$ cat config.mk
export PLATFORM = sky130hd
export DESIGN_NAME = fm_record_writer
export DESIGN_NICKNAME = d
export VERILOG_FILES = /design/src/rtl/fmrec_pkg.sv /design/src/rtl/fm_half_cell_timer.sv /design/src/rtl/fm_cell_shifter.sv /design/src/rtl/fm_chk16.sv /design/src/rtl/fm_record_writer.sv
export SDC_FILE = /design/constraint.sdc
export NUM_CORES = 1
export LEC_CHECK = 0
export BUFFER_PORTS_ARGS = -buffer_cell sky130_fd_sc_hd__clkbuf_2
export CORE_MARGIN = 2
export CORE_UTILIZATION = 50
export CTS_CLUSTER_DIAMETER = 50
export CTS_CLUSTER_SIZE = 16
export DETAILED_ROUTE_END_ITERATION = 7
export PLACE_DENSITY = 0.68
export SLEW_MARGIN = 20
export SYNTH_ARGS = -nofsm -noshare
export SYNTH_HDL_FRONTEND = slang
export SYNTH_SLANG_ARGS = --single-unit
$ cat constraint.sdc
create_clock -name clk -period 3.2 [get_ports clk]
set_input_delay 0.48 -clock clk [delete_from_list [all_inputs] [get_ports clk]]
set_output_delay 0.48 -clock clk [all_outputs]
set_load 0.02 [all_outputs]
$ cat src/rtl/fmrec_pkg.sv
package fmrec_pkg;

  typedef enum logic [2:0] {
    WS_IDLE, WS_PRE, WS_MARK, WS_FIELD, WS_CHK_HI, WS_CHK_LO, WS_FLUSH
  } wr_state_e;

  localparam logic [15:0] CHK_PRESET    = 16'hFFFF;
  localparam logic [7:0]  MARK_NORMAL   = 8'hFB;
  localparam logic [7:0]  MARK_DELETED  = 8'hF8;
  localparam logic [7:0]  MARK_CLOCKS   = 8'hC7;
  localparam logic [7:0]  PLAIN_CLOCKS  = 8'hFF;

  // One byte through the serial check register: feedback = in ^ top,
  // folded into stages 0, 5 and 12 on each shift.
  function automatic logic [15:0] chk_step_byte(input logic [15:0] cur,
                                                input logic [7:0]  b);
    logic [15:0] r;
    logic fb;
    r = cur;
    for (int i = 7; i >= 0; i--) begin
      fb    = b[i] ^ r[15];
      r     = {r[14:0], 1'b0};
      r[0]  = fb;
      r[5]  = r[5] ^ fb;
      r[12] = r[12] ^ fb;
    end
    return r;
  endfunction

  // Interleave clock and data bits into 16 half-cells, clock first, MSB first.
  function automatic logic [15:0] cell_word(input logic [7:0] data,
                                            input logic [7:0] clks);
    logic [15:0] w;
    for (int i = 0; i < 8; i++) begin
      w[2*i+1] = clks[i];
      w[2*i]   = data[i];
    end
    return w;
  endfunction

  function automatic logic [7:0] mark_value(input logic deleted);
    return deleted ? MARK_DELETED : MARK_NORMAL;
  endfunction

endpackage

$ cat src/rtl/fm_half_cell_timer.sv
module fm_half_cell_timer #(
  parameter int HALF_CELL_CLKS = 4
) (
  input  logic clk,
  input  logic rst_n,
  input  logic run_i,
  output logic tick_o
);
  localparam int TW = (HALF_CELL_CLKS > 1) ? $clog2(HALF_CELL_CLKS) : 1;
  localparam logic [TW-1:0] LAST = TW'(HALF_CELL_CLKS - 1);

  logic [TW-1:0] cnt_q;

  assign tick_o = run_i && (cnt_q == LAST);

  always_ff @(posedge clk or negedge rst_n) begin
    if (!rst_n)              cnt_q <= '0;
    else if (!run_i)         cnt_q <= '0;
    else if (cnt_q == LAST)  cnt_q <= '0;
    else                     cnt_q <= cnt_q + 1'b1;
  end

  // the load slot after each byte needs at least two clocks per half-cell
  initial begin
    div_min_chk: assert (HALF_CELL_CLKS >= 2);
  end


  idle_no_tick_chk: assert property (@(posedge clk) disable iff (!rst_n)
    !run_i |-> !tick_o);
endmodule

$ cat src/rtl/fm_cell_shifter.sv
module fm_cell_shifter (
  input  logic        clk,
  input  logic        rst_n,
  input  logic        load_i,
  input  logic [15:0] word_i,
  input  logic        tick_i,
  output logic        empty_o,
  output logic        bit_o,
  output logic        stb_o
);
  logic [15:0] sh_q;
  logic [3:0]  pos_q;
  logic        full_q;

  assign empty_o = !full_q;

  always_ff @(posedge clk or negedge rst_n) begin
    if (!rst_n) begin
      sh_q   <= '0;
      pos_q  <= '0;
      full_q <= 1'b0;
      bit_o  <= 1'b0;
      stb_o  <= 1'b0;
    end else begin
      stb_o <= 1'b0;
      if (load_i) begin
        sh_q   <= word_i;
        pos_q  <= '0;
        full_q <= 1'b1;
      end else if (tick_i && full_q) begin
        bit_o <= sh_q[15];
        stb_o <= 1'b1;
        sh_q  <= {sh_q[14:0], 1'b0};
        pos_q <= pos_q + 1'b1;
        if (pos_q == 4'd15) full_q <= 1'b0;
      end
    end
  end


  load_when_empty_chk: assert property (@(posedge clk) disable iff (!rst_n)
    load_i |-> !full_q);

  stb_on_tick_chk: assert property (@(posedge clk) disable iff (!rst_n)
    stb_o |-> $past(tick_i));
endmodule

$ cat src/rtl/fm_chk16.sv
module fm_chk16 (
  input  logic        clk,
  input  logic        rst_n,
  input  logic        clear_i,
  input  logic        en_i,
  input  logic [7:0]  byte_i,
  output logic [15:0] chk_o
);
  import fmrec_pkg::*;

  always_ff @(posedge clk or negedge rst_n) begin
    if (!rst_n)       chk_o <= CHK_PRESET;
    else if (clear_i) chk_o <= CHK_PRESET;
    else if (en_i)    chk_o <= chk_step_byte(chk_o, byte_i);
  end


  clear_no_feed_chk: assert property (@(posedge clk) disable iff (!rst_n)
    en_i |-> !clear_i);
endmodule

$ cat src/rtl/fm_record_writer.sv
module fm_record_writer #(
  parameter int PREAMBLE_BYTES = 6,
  parameter int FIELD_BYTES    = 128,
  parameter int HALF_CELL_CLKS = 4,
  localparam int CW = $clog2(FIELD_BYTES + 1)
) (
  input  logic          clk,
  input  logic          rst_n,
  input  logic          start_i,
  input  logic          deleted_i,
  input  logic [CW-1:0] count_i,
  input  logic [7:0]    wr_data_i,
  input  logic          wr_valid_i,
  output logic          wr_ready_o,
  output logic          fm_bit_o,
  output logic          fm_stb_o,
  output logic          done_o
);
  import fmrec_pkg::*;

  localparam int IDX_MAX = (FIELD_BYTES > PREAMBLE_BYTES) ? FIELD_BYTES : PREAMBLE_BYTES;
  localparam int KW = $clog2(IDX_MAX + 1);
  localparam logic [KW-1:0] PRE_LAST   = KW'(PREAMBLE_BYTES - 1);
  localparam logic [KW-1:0] FIELD_LAST = KW'(FIELD_BYTES - 1);
  localparam logic [KW-1:0] FIELD_LEN  = KW'(FIELD_BYTES);

  wr_state_e     state_q;
  logic [KW-1:0] idx_q, cnt_lat_q, fetched_q;
  logic          del_lat_q, stage_full_q;
  logic [7:0]    stage_q;

  // internal events, named for the assertions
  logic        busy, start_acc, accept, consume, load, empty, tick, chk_en;
  logic [7:0]  cur_byte;
  logic [15:0] word, chk;

  assign busy       = (state_q != WS_IDLE);
  assign start_acc  = start_i && !busy;
  assign wr_ready_o = busy && !stage_full_q && (fetched_q < cnt_lat_q);
  assign accept     = wr_valid_i && wr_ready_o;

  always_comb begin
    load     = 1'b0;
    consume  = 1'b0;
    chk_en   = 1'b0;
    cur_byte = 8'h00;
    word     = cell_word(8'h00, PLAIN_CLOCKS);
    unique case (state_q)
      WS_PRE:  load = empty;
      WS_MARK: begin
        cur_byte = mark_value(del_lat_q);
        load     = empty;
        chk_en   = load;
        word     = cell_word(cur_byte, MARK_CLOCKS);
      end
      WS_FIELD: begin
        if (idx_q < cnt_lat_q) begin
          cur_byte = stage_q;
          load     = empty && stage_full_q;
          consume  = load;
        end else begin
          load = empty;
        end
        chk_en = load;
        word   = cell_word(cur_byte, PLAIN_CLOCKS);
      end
      WS_CHK_HI: begin
        load = empty;
        word = cell_word(chk[15:8], PLAIN_CLOCKS);
      end
      WS_CHK_LO: begin
        load = empty;
        word = cell_word(chk[7:0], PLAIN_CLOCKS);
      end
      default: ;
    endcase
  end

  always_ff @(posedge clk or negedge rst_n) begin
    if (!rst_n) begin
      state_q   <= WS_IDLE;
      idx_q     <= '0;
      cnt_lat_q <= '0;
      del_lat_q <= 1'b0;
      done_o    <= 1'b0;
    end else begin
      done_o <= 1'b0;
      if (start_acc) begin
        state_q   <= WS_PRE;
        idx_q     <= '0;
        del_lat_q <= deleted_i;
        cnt_lat_q <= (KW'(count_i) > FIELD_LEN) ? FIELD_LEN : KW'(count_i);
      end else begin
        unique case (state_q)
          WS_PRE: if (load) begin
            if (idx_q == PRE_LAST) begin idx_q <= '0; state_q <= WS_MARK; end
            else idx_q <= idx_q + 1'b1;
          end
          WS_MARK:   if (load) state_q <= WS_FIELD;
          WS_FIELD: if (load) begin
            if (idx_q == FIELD_LAST) begin idx_q <= '0; state_q <= WS_CHK_HI; end
            else idx_q <= idx_q + 1'b1;
          end
          WS_CHK_HI: if (load) state_q <= WS_CHK_LO;
          WS_CHK_LO: if (load) state_q <= WS_FLUSH;
          WS_FLUSH: if (empty) begin state_q <= WS_IDLE; done_o <= 1'b1; end
          default: ;
        endcase
      end
    end
  end

  // one-byte staging register ahead of the serialiser
  always_ff @(posedge clk or negedge rst_n) begin
    if (!rst_n) begin
      stage_full_q <= 1'b0;
      stage_q      <= '0;
      fetched_q    <= '0;
    end else if (start_acc) begin
      stage_full_q <= 1'b0;
      fetched_q    <= '0;
    end else if (accept) begin
      stage_q      <= wr_data_i;
      stage_full_q <= 1'b1;
      fetched_q    <= fetched_q + 1'b1;
    end else if (consume) begin
      stage_full_q <= 1'b0;
    end
  end

  fm_half_cell_timer #(.HALF_CELL_CLKS(HALF_CELL_CLKS)) u_timer (
    .clk(clk), .rst_n(rst_n), .run_i(busy), .tick_o(tick));

  fm_cell_shifter u_shift (
    .clk(clk), .rst_n(rst_n), .load_i(load), .word_i(word), .tick_i(tick),
    .empty_o(empty), .bit_o(fm_bit_o), .stb_o(fm_stb_o));

  fm_chk16 u_chk (
    .clk(clk), .rst_n(rst_n), .clear_i(start_acc), .en_i(chk_en),
    .byte_i(cur_byte), .chk_o(chk));


  done_single_chk: assert property (@(posedge clk) disable iff (!rst_n)
    done_o |=> !done_o);

  fetch_bound_chk: assert property (@(posedge clk) disable iff (!rst_n)
    fetched_q <= cnt_lat_q);

  busy_start_ignored_chk: assert property (@(posedge clk) disable iff (!rst_n)
    (busy && start_i) |=> ($stable(del_lat_q) && $stable(cnt_lat_q)));

  idle_quiet_chk: assert property (@(posedge clk) disable iff (!rst_n)
    (!busy && !$past(busy)) |-> (!fm_stb_o && !wr_ready_o));
endmodule

==> impl_metrics.yaml <==
clock_tree:
  clock_path_buffers: 2
  cts_root_buf: "clkbuf_8"
  hold_buffers: 0
  clock_latency_ns: 0.36
  htreeDepth: 3
  cts_sinks: 79
  tritoncts: "built"
  cts-buffers-inserted: 9
  post_cts_buffers: 0
  clk_pin_slew_ns: 0.09
  post_cts_resized: 0
setup_path:
  path_cells: "ha_1 > a21o_1 > a21o_1 > a2111oi_0 > o21a_1 > clkbuf_2"
  worstPathArrival_ns: 2.41
  critical_path_class: "reg2out"
  reg2reg_setup_slack_ns: 0.33
  crit_fanout: 6
  worstRegToRegCells: 9
  cp_common_cell: "a21o_1"
  critPathSlowestCell: "a2111oi_0"
  r2r-end: "u_chk.chk_o[7]"
  cp-startpoint: "fetched_q[5]"
  worstSetupEndpoint: "wr_ready_o"
  start_kind: "flop"
  cp.required_ns: 2.72
  slowest_delay_ns: 0.57
  crit_path_end_kind: "output pin"
  r2r_start: "idx_q[2]"
logic_synthesis:
  yosys.cell_count.top_type: "dfrtp_1"
  synth_area_leaders: "dfrtp_1 (33%), dfstp_2 (8.9%), ha_1 (5.6%), a21oi_1 (3.8%), o21ai_0 (3.6%)"
  netlist_area_um2: 4720
  synth_cells: 499
  ys_ff_latch: 79
  synthArstFlopShare_pct: 100
  synth.distinct_cells: 68
  seq_area_frac_synth_pct: 42.3
  syn_area_per_cell_um2: 9.46
  ys.warnings.count: 0
  synth_ff_type: "dfrtp_1"
  synth-edff-count: 0
  synthTopCellsByCount: "dfrtp_1 (63), nor2_1 (41), nand2_1 (39)"
  yosys.area.top_type: "dfrtp_1"
  syn_nets: 541
  synth_top_area_share_pct: 33.4
place:
  dp.cells: 617
  gp_congestion: 0.872
  portBuffers: 24
  dp_hpwl_um: 7230
timing:
  period_share_pct: 90.4
  slew_violations: 0
  whs_ns: 0.0729
  fmax_mhz: 346
  worst_slew_pin_slew_ns: 0.701
  setup_viol: 0
  clock_skew_ns: 0.0119
  fin_tns_setup_ns: 0
  slew_headroom_pct: 53.2
  hold_violations: 0
  finalCriticalPeriod_ns: 2.89
  rsz0062_at_grt: "false"
grt:
  grt_max_degree: 80
  grt.total_usage_pct: 21.5
  grt_antenna_before_repair: 0
  grt_pass1_wl_um: 17500
  grt_pass1_vias: 3592
  grt.overflow.total: 0
cells_and_area:
  fin_nets: 560
  fillers: 845
  layout-drive-gt1-share_pct: 17.8
  final_cells: 634
  syn_to_final_growth_pct: 10.2
  utilization_pct: 56.6
  diodes: 0
worst_hold_path:
  hold_class: "in2async"
routing:
  viasPerCell: 5.88
  wire_per_inst_um: 16.3
  ant_nets: 0
  vias: 3725
  drc: 0
  drtPass1Iterations: 4
  dr.first_iter.drc_count: 193
  routed_wl_um: 10300
floorplan:
  initial_core_util_pct: 51.3
  ioPinCount: 25
  die_area_um2: 10200
  core_um2: 9200
  die_h_um: 101
  rows: 35
  die_w_um: 101
pwr:
  leakagePower_nw: 2.24
  powerDensity_nw_per_um2: 416
  vdd_drop_max_v: 0.000337
outcome:
  status: "complete, no violations"
flow_run:
  cap_violations: 0
final cells by class:
| class | count | area (um^2) | share of cell area [%] |
|---|---|---|---|
| flip-flops and latches | 79 | 2000 | 38.4 |
| clock inverters | 7 | 103 | 1.97 |
| clock buffers | 9 | 124 | 2.38 |
| inverters | 20 | 75.1 | 1.44 |
| well taps | 111 | 139 | 2.67 |
| multi-input cells | 369 | 2520 | 48.4 |
| repair buffers | 39 | 248 | 4.76 |
power by group:
group	total (mW)	internal, mW	switching, mW
Sequential	1.14	1.06	0.0818
Clock	0.853	0.449	0.404
Combinational	0.172	0.0874	0.0843
cells by family after synthesis:
group                    count (synthesis)  synth area share, %
AND/OR/NAND/NOR                        173                 18.5
AO/OA/AOI/OAI                          137                 20.8
flip-flops                              79                 42.3
buffers and inverters                   51                 4.48
XOR/XNOR                                24                 5.22
adder cells (fa/ha/maj)                 21                 5.56
multiplexers                            14                 3.21
cells in the final DEF (no fill, tap or decap), types with 4 or more instances in the layout:
master / netlist / layout
a211oi_1: 7 / 7
a21o_1: 5 / 5
a21oi_1: 36 / 36
a221o_1: 4 / 4
a221oi_1: 6 / 6
and3_1: 6 / 6
buf_4: 2 / 15
clkbuf_2: 1 / 23
clkbuf_8: 0 / 9
dfrtp_1: 63 / 63
dfstp_2: 16 / 16
ha_1: 21 / 21
inv_1: 19 / 19
mux2_1: 4 / 4
mux2_2: 5 / 5
mux2i_1: 5 / 5
nand2_1: 39 / 39
nand2b_1: 14 / 14
nand3_1: 17 / 17
nand3b_1: 9 / 9
nor2_1: 41 / 41
nor3_1: 24 / 23
o211ai_1: 6 / 6
o21ai_0: 34 / 34
o311ai_0: 6 / 6
o31ai_1: 6 / 6
or3_1: 5 / 5
xnor2_1: 9 / 9
xor2_1: 11 / 11
registers in the layout, indices dropped and copies added, names as in the netlist:
register	flops
del_lat_q	1
u_shift.pos_q	4
stage_full_q	1
u_shift.stb_o	1
stage_q	8
u_shift.sh_q	16
state_q	3
fetched_q	8
done_o	1
cnt_lat_q	8
idx_q	8
u_shift.bit_o	1
u_chk.chk_o	16
u_timer.cnt_q	2
u_shift.full_q	1
metrics by stage:
stage          setup slack, ns  area (um^2)  power (mW)
5_1_grt                  0.170         5200        2.25
3_3_place_gp             0.431         4960        1.31
2_1_floorplan            0.635         4720        1.24
6_report                 0.307         5200        2.16
4_1_cts                  0.288         5180        2.18
3_5_place_dp             0.353         4960        1.33
critical path: cells and delay by family, from the launching register on:
kind                     cells  cell delay, ns
adder cells (fa/ha/maj)      1            0.31
AO/OA/AOI/OAI                4            1.13
flip-flops                   1            0.44
buffers and inverters        1            0.17
metal layers:
metal | track usage, % | part of all wire (%) | up-vias
met1 | 31.6 | 49 | 1806
met3 | 4.42 | 3.8 | 11
li1 | - | - | 1843
met5 | 0 | 0 | -
met2 | 32.7 | 46 | 65
met4 | 5.41 | 1.2 | 0
worst min-delay path by stage:
stage                             to        startpoint  slack, ns  cells past startpoint
floorplan               cnt_lat_q[0]             rst_n       0.18                      0
global placement    u_timer.cnt_q[0]  u_timer.cnt_q[0]       0.43                      1
detailed placement  u_timer.cnt_q[0]  u_timer.cnt_q[0]       0.45                      1
CTS                        del_lat_q         deleted_i       0.30                      3
global route            cnt_lat_q[2]             rst_n       0.10                      1
finish                      idx_q[0]             rst_n       0.07                      1
(Power assumes the default switching activity.)
